`config.mk`:
```
export PLATFORM = sky130hd
export DESIGN_NAME = dtmf_digit_qualifier
export DESIGN_NICKNAME = d
export VERILOG_FILES = /design/src/rtl/dtmf_qual_pkg.sv /design/src/rtl/dtmf_tick_gen.sv /design/src/rtl/dtmf_pair_decode.sv /design/src/rtl/dtmf_guard_fsm.sv /design/src/rtl/dtmf_digit_qualifier.sv
export SDC_FILE = /design/constraint.sdc
export NUM_CORES = 1
export LEC_CHECK = 0
export BUFFER_PORTS_ARGS = -buffer_cell sky130_fd_sc_hd__clkbuf_2
export CORE_MARGIN = 1
export CORE_UTILIZATION = 60
export DETAILED_ROUTE_END_ITERATION = 16
export PLACE_DENSITY = 0.79
export SETUP_SLACK_MARGIN = 0.5
export SYNTH_ARGS = -nofsm -noshare
export SYNTH_HDL_FRONTEND = slang
export SYNTH_SLANG_ARGS = --single-unit
```
`constraint.sdc`:
```
create_clock -name clk -period 4.84 [get_ports clk]
set_input_delay 0.968 -clock clk [delete_from_list [all_inputs] [get_ports clk]]
set_output_delay 0.968 -clock clk [all_outputs]
set_load 0.005 [all_outputs]
```
`src/rtl/dtmf_qual_pkg.sv`:
```
// Shared types and the key map of the digit qualifier.
// Assumes a 4-by-4 key matrix with one-hot row and column indices.
package dtmf_qual_pkg;

    localparam int unsigned GROUP_TONES = 4;
    localparam int unsigned IDX_W       = $clog2(GROUP_TONES);

    typedef logic [3:0]       digit_t;
    typedef logic [IDX_W-1:0] tone_idx_t;

    typedef enum logic [1:0] {
        ST_ARMED   = 2'd0,
        ST_QUALIFY = 2'd1,
        ST_LOCKED  = 2'd2
    } guard_state_t;

    // Map a (row, column) index pair onto the output code order.
    function automatic digit_t pair_to_digit(tone_idx_t row, tone_idx_t col);
        digit_t code;
        if (col == tone_idx_t'(3)) begin
            case (row)
                2'd0:    code = 4'd13;
                2'd1:    code = 4'd14;
                2'd2:    code = 4'd15;
                default: code = 4'd0;
            endcase
        end else if (row == tone_idx_t'(3)) begin
            case (col)
                2'd0:    code = 4'd11;
                2'd1:    code = 4'd10;
                default: code = 4'd12;
            endcase
        end else begin
            code = (4'(row) * 4'd3) + 4'(col) + 4'd1;
        end
        return code;
    endfunction

endpackage

```
`src/rtl/dtmf_tick_gen.sv`:
```
// Millisecond tick generator.
// Produces a one-cycle tick every TICK_DIV clocks; clr restarts the period.
module dtmf_tick_gen #(
    parameter int unsigned TICK_DIV = 250000
) (
    input  logic clk,
    input  logic rst_n,
    input  logic clr,
    output logic tick
);
    localparam int unsigned DIV_W = (TICK_DIV > 1) ? $clog2(TICK_DIV) : 1;
    localparam logic [DIV_W-1:0] LAST = DIV_W'(TICK_DIV - 1);

    logic [DIV_W-1:0] div_cnt;

    // Wrap the divider at the end of each period.
    always_ff @(posedge clk) begin
        if (!rst_n || clr)
            div_cnt <= '0;
        else if (div_cnt == LAST)
            div_cnt <= '0;
        else
            div_cnt <= div_cnt + 1'b1;
    end

    assign tick = (div_cnt == LAST);

endmodule

```
`src/rtl/dtmf_pair_decode.sv`:
```
// Tone-pair validator and key decoder (combinational).
// Assumes flag vectors are GROUP_TONES wide; anything but one-hot in both is invalid.
module dtmf_pair_decode
    import dtmf_qual_pkg::*;
(
    input  logic [GROUP_TONES-1:0] row_tone,
    input  logic [GROUP_TONES-1:0] col_tone,
    output logic                   pair_ok,
    output digit_t                 pair_code
);
    tone_idx_t row_idx;
    tone_idx_t col_idx;

    // Encode the index of the set bit in each group.
    always_comb begin
        row_idx = '0;
        col_idx = '0;
        for (int i = 0; i < GROUP_TONES; i++) begin
            if (row_tone[i]) row_idx = tone_idx_t'(i);
            if (col_tone[i]) col_idx = tone_idx_t'(i);
        end
    end

    // Valid only with exactly one tone per group.
    assign pair_ok   = ($countones(row_tone) == 1) && ($countones(col_tone) == 1);
    assign pair_code = pair_to_digit(row_idx, col_idx);

endmodule

```
`src/rtl/dtmf_guard_fsm.sv`:
```
// Guard-time state machine of the qualifier.
// Accepts a pair after ACCEPT_MS+1 ticks of unchanged input and re-arms after
// PAUSE_MS+1 ticks of silence; counting whole ticks keeps both bounds conservative.
module dtmf_guard_fsm
    import dtmf_qual_pkg::*;
#(
    parameter int unsigned ACCEPT_MS = 40,
    parameter int unsigned PAUSE_MS  = 20
) (
    input  logic   clk,
    input  logic   rst_n,
    input  logic   clr,
    input  logic   tick,
    input  logic   pair_ok,
    input  digit_t pair_code,
    output digit_t digit_code,
    output logic   digit_valid
);
    localparam int unsigned CNT_MAX = (ACCEPT_MS > PAUSE_MS) ? ACCEPT_MS : PAUSE_MS;
    localparam int unsigned CNT_W   = $clog2(CNT_MAX + 1);
    localparam logic [CNT_W-1:0] ACC_END   = CNT_W'(ACCEPT_MS);
    localparam logic [CNT_W-1:0] PAUSE_END = CNT_W'(PAUSE_MS);

    guard_state_t     state;
    digit_t           cand;
    logic [CNT_W-1:0] ms_cnt;

    // Qualify, accept, and hold off until a pause.
    always_ff @(posedge clk) begin
        if (!rst_n || clr) begin
            state       <= ST_ARMED;
            cand        <= '0;
            ms_cnt      <= '0;
            digit_code  <= '0;
            digit_valid <= 1'b0;
        end else begin
            digit_valid <= 1'b0;
            case (state)
                ST_ARMED: begin
                    if (pair_ok) begin
                        state  <= ST_QUALIFY;
                        cand   <= pair_code;
                        ms_cnt <= '0;
                    end
                end
                ST_QUALIFY: begin
                    if (!pair_ok) begin
                        state <= ST_ARMED;
                    end else if (pair_code != cand) begin
                        cand   <= pair_code;
                        ms_cnt <= '0;
                    end else if (tick) begin
                        if (ms_cnt == ACC_END) begin
                            state       <= ST_LOCKED;
                            digit_code  <= cand;
                            digit_valid <= 1'b1;
                            ms_cnt      <= '0;
                        end else begin
                            ms_cnt <= ms_cnt + 1'b1;
                        end
                    end
                end
                ST_LOCKED: begin
                    if (pair_ok)
                        ms_cnt <= '0;
                    else if (tick) begin
                        if (ms_cnt == PAUSE_END)
                            state <= ST_ARMED;
                        else
                            ms_cnt <= ms_cnt + 1'b1;
                    end
                end
                default: state <= ST_ARMED;
            endcase
        end
    end

endmodule

```
`src/rtl/dtmf_digit_qualifier.sv`:
```
// Top of the digit qualifier: tick divider, pair decoder, guard FSM.
// Assumes flags are already synchronous to clk; TICK_DIV clocks make 1 ms.
module dtmf_digit_qualifier
    import dtmf_qual_pkg::*;
#(
    parameter int unsigned TICK_DIV  = 250000,
    parameter int unsigned ACCEPT_MS = 40,
    parameter int unsigned PAUSE_MS  = 20
) (
    input  logic                   clk,
    input  logic                   rst_n,
    input  logic                   pwr_down,
    input  logic [GROUP_TONES-1:0] row_tone,
    input  logic [GROUP_TONES-1:0] col_tone,
    output logic [3:0]             digit_code,
    output logic                   digit_valid
);
    logic   tick;
    logic   pair_ok;
    digit_t pair_code;

    dtmf_tick_gen #(.TICK_DIV(TICK_DIV)) u_tick (
        .clk   (clk),
        .rst_n (rst_n),
        .clr   (pwr_down),
        .tick  (tick)
    );

    dtmf_pair_decode u_dec (
        .row_tone  (row_tone),
        .col_tone  (col_tone),
        .pair_ok   (pair_ok),
        .pair_code (pair_code)
    );

    dtmf_guard_fsm #(
        .ACCEPT_MS (ACCEPT_MS),
        .PAUSE_MS  (PAUSE_MS)
    ) u_fsm (
        .clk         (clk),
        .rst_n       (rst_n),
        .clr         (pwr_down),
        .tick        (tick),
        .pair_ok     (pair_ok),
        .pair_code   (pair_code),
        .digit_code  (digit_code),
        .digit_valid (digit_valid)
    );

endmodule

```
==> reports/qor.txt <==
LEAKAGE = 1.03 nW
Sw Ratio = 27.1%
Initial Util = 64.3%
# DRC = 0
Switch Pwr = 162 µW
Mapped Area = 0.00221 mm²
Die Y = 62.8 µm
Hold_ws = 456 ps
Syn Inst Count = 248
Detailed Place HPWL = 3060 µm
Area after DPL = 0.00232 mm²
# port buffers = 15
Die Wd = 62.8 µm
Crit. End Element = flop
Flop pwr share = 48.8%
Layout area overhead = 12.0%
Root Buffer Master = clkbuf_8
Final Cell Area = 0.00248 mm²
Post-synth EDFFs = 0
Synthesized Nets = 284
Worst Tran Pin Value = 799 ps
Via-per-instance ratio = 5.68
Fillers = 271
Syn. warnings = 0
Ant. Diodes = 0
Fin worst setup slack = 582 ps
Rows = 21
Max-cap violations = 0
DIE AREA = 0.00394 mm²
Status = completed
Peak VDD IR = 188 µV
Vias in the first global route = 1719
Drt pass-1 iters = 4
Final worst-path cycle share = 88.0%
Unrepaired setup endpoints after global routing = false
Gr ovfl total = 0
Unique masters post-synth = 45
Max-slew violations = 0
Worst skew pair latency = 290 ps
Share of total power in the clock network = 33.6%
GPL Wtd Cong = 0.865
Combinational power share = 17.5%
Yosys reg bits = 35
Initial antenna violation count = 0
Critical path arrival = 4450 ps
CTS tree = built
Setup_tns = 0 ps
CTS sink cnt = 35
Cell Int Power = 435 µW
Worst setup SP type = input pin
Num CTS Buffers = 5
Max_slew headroom = 46.6%
Multi-input gate area = 0.00146 mm²
Post-Route WL = 4270 µm
IO Pins = 16
Hold crit path type = reg -> reg
Final Hold Vio Count = 0
Place WS = 249 ps
H-tree depth = 2
Largest net degree at the start of global routing = 18
Share of cells above drive strength 1 = 15.7%
P per Cell Area = 241 mW/mm²
Tot GR Track Use = 24.3%
Ys async rst share = 0%
Routed WL per cell = 13.6 µm
Worst Path Max Fanout = 6
Max Clock Freq = 0.235 GHz
First-pass GRT wire length = 7500 µm
Hold_buf cts = 0
# setup viols final = 0
Iter 0 DRT Violations = 129
Syn Area/Cell = 8.93 µm²
Core Region = 0.00344 mm²
Via count = 1784
Detail Route Antenna Nets = 0
Net total in the final layout = 303
Tmin final = 4260 ps
Worst setup path class = in -> reg
Worst-path clk slew = 70 ps
CP required = 5030 ps
Synth Flop Type = dfxtp_1
Setup Skew = 5.43 ps
Sequential cell area = 701 µm²
Seq/Total Area, Yosys = 31.6%
Max clock buf depth = 2
Total chip power = 597 µW
## worst paths after layout
path / slack (ps) / from / end / cells past startpoint
max: 580 / row_tone[3] / u_fsm.ms_cnt[4] / 14
min: 460 / u_tick.div_cnt[0] / u_tick.div_cnt[0] / 1
max reg2reg: 2360 / u_tick.div_cnt[8] / u_fsm.ms_cnt[4] / 7
min reg2reg: 460 / u_tick.div_cnt[0] / u_tick.div_cnt[0] / 1
## kinds of logic after synthesis
group | share of synthesized area [%]
AOI/OAI and AO/OA | 10.9
xor gates and xnor gates | 8.31
muxes | 5.54
adders and majority gates | 15.5
buffers and inverters | 4.75
DFF | 31.6
and+or+nand+nor | 23.4
## sequential cells by signal, indices dropped and copies added, names as in the netlist
register           flops
u_tick.div_cnt        18
u_fsm.ms_cnt           6
u_fsm.cand             4
u_fsm.digit_code       4
u_fsm.state            2
u_fsm.digit_valid      1
## metal layers
| metal | routed length (µm) | vias up | GRT usage [%] | part of all wire (%) |
|---|---|---|---|---|
| met1 | 2120 | 835 | 32.5 | 50 |
| li1 | - | 909 | - | - |
| met5 | 0 | - | 0 | 0 |
| met2 | 1970 | 32 | 38.3 | 46 |
| met3 | 123 | 8 | 4.93 | 2.9 |
| met4 | 54 | 0 | 9.30 | 1.3 |
## layout make-up
cell class / instances / area share, %
clock buffers: 7 / 3.08
clock inverters: 1 / 0.202
inverters: 22 / 3.33
multi-input cells: 185 / 58.9
flip-flops and latches: 35 / 28.3
well taps: 46 / 2.32
repair buffers: 18 / 3.94
## synth_stat cells (2+ instances only)
| library cell | n | area [µm²] |
|---|---|---|
| nor4_1 | 6 | 37.5 |
| a211oi_1 | 3 | 22.5 |
| nor2_1 | 36 | 135 |
| nor2b_1 | 2 | 12.5 |
| fa_1 | 4 | 80.1 |
| and3_1 | 7 | 43.8 |
| o21ai_0 | 4 | 20.0 |
| dfxtp_1 | 35 | 701 |
| nand4b_1 | 2 | 17.5 |
| nand2_1 | 13 | 48.8 |
| mux2i_1 | 10 | 100 |
| nand2b_1 | 3 | 18.8 |
| ha_1 | 21 | 263 |
| a21oi_1 | 3 | 15.0 |
| xnor2_1 | 9 | 78.8 |
| xor2_1 | 12 | 105 |
| clkbuf_1 | 6 | 22.5 |
| inv_1 | 22 | 82.6 |
| o41ai_1 | 3 | 26.3 |
| a32oi_1 | 4 | 35.0 |
| nand3_1 | 14 | 70.1 |
| nand4_1 | 6 | 37.5 |
## power groups by stage
stage / clock (mW) / sequential [mW] / combinational, mW
floorplan: 0 / 0.298 / 0.0742
global placement: 0 / 0.298 / 0.0917
detailed placement: 0 / 0.298 / 0.0951
CTS: 0.205 / 0.292 / 0.0970
global route: 0.218 / 0.292 / 0.117
finish: 0.201 / 0.292 / 0.105
## cells in the final DEF, fill, tap and decap left out, drive strengths merged, types with 2 or more instances in the layout
cell	synthesis	layout
xor2	12	12
a211oi	3	3
a21o	2	2
nor2	36	36
a32oi	4	4
nand3	14	14
nand4b	2	2
clkbuf	6	22
nand4	6	6
xnor2	9	9
nor3	2	2
a21oi	3	3
inv	22	22
o41ai	5	5
o21ai	4	4
nor4	6	6
fa	4	4
nand2	13	13
ha	21	21
nand2b	5	5
buf	0	3
dfxtp	35	35
mux2i	11	11
nor2b	2	2
and3	7	7
## what timing repair did
action / in CTS / in global routing
endpoints found under the setup margin: 0 / 14
gates resized for setup: 0 / 12
setup buffers: 0 / 3
## critical path: stages
cell	delay, ps
clkbuf_2	110
inv_1	60
ha_1	220
fa_1	550
inv_1	60
fa_1	410
xor2_1	150
o21ai_1	70
mux2i_1	240
xor2_1	140
or4_4	530
o41ai_4	520
nand2b_4	140
o41ai_2	270
## stage by stage
stage | std cells | util [%]
after floorplan | 248 | -
after global placement | 303 | 67.5
after detailed placement | 303 | 67.5
after CTS | 311 | 69.9
after global routing | 314 | 72.0
final | 314 | 72.0
Power figures use the tool's default switching activity.
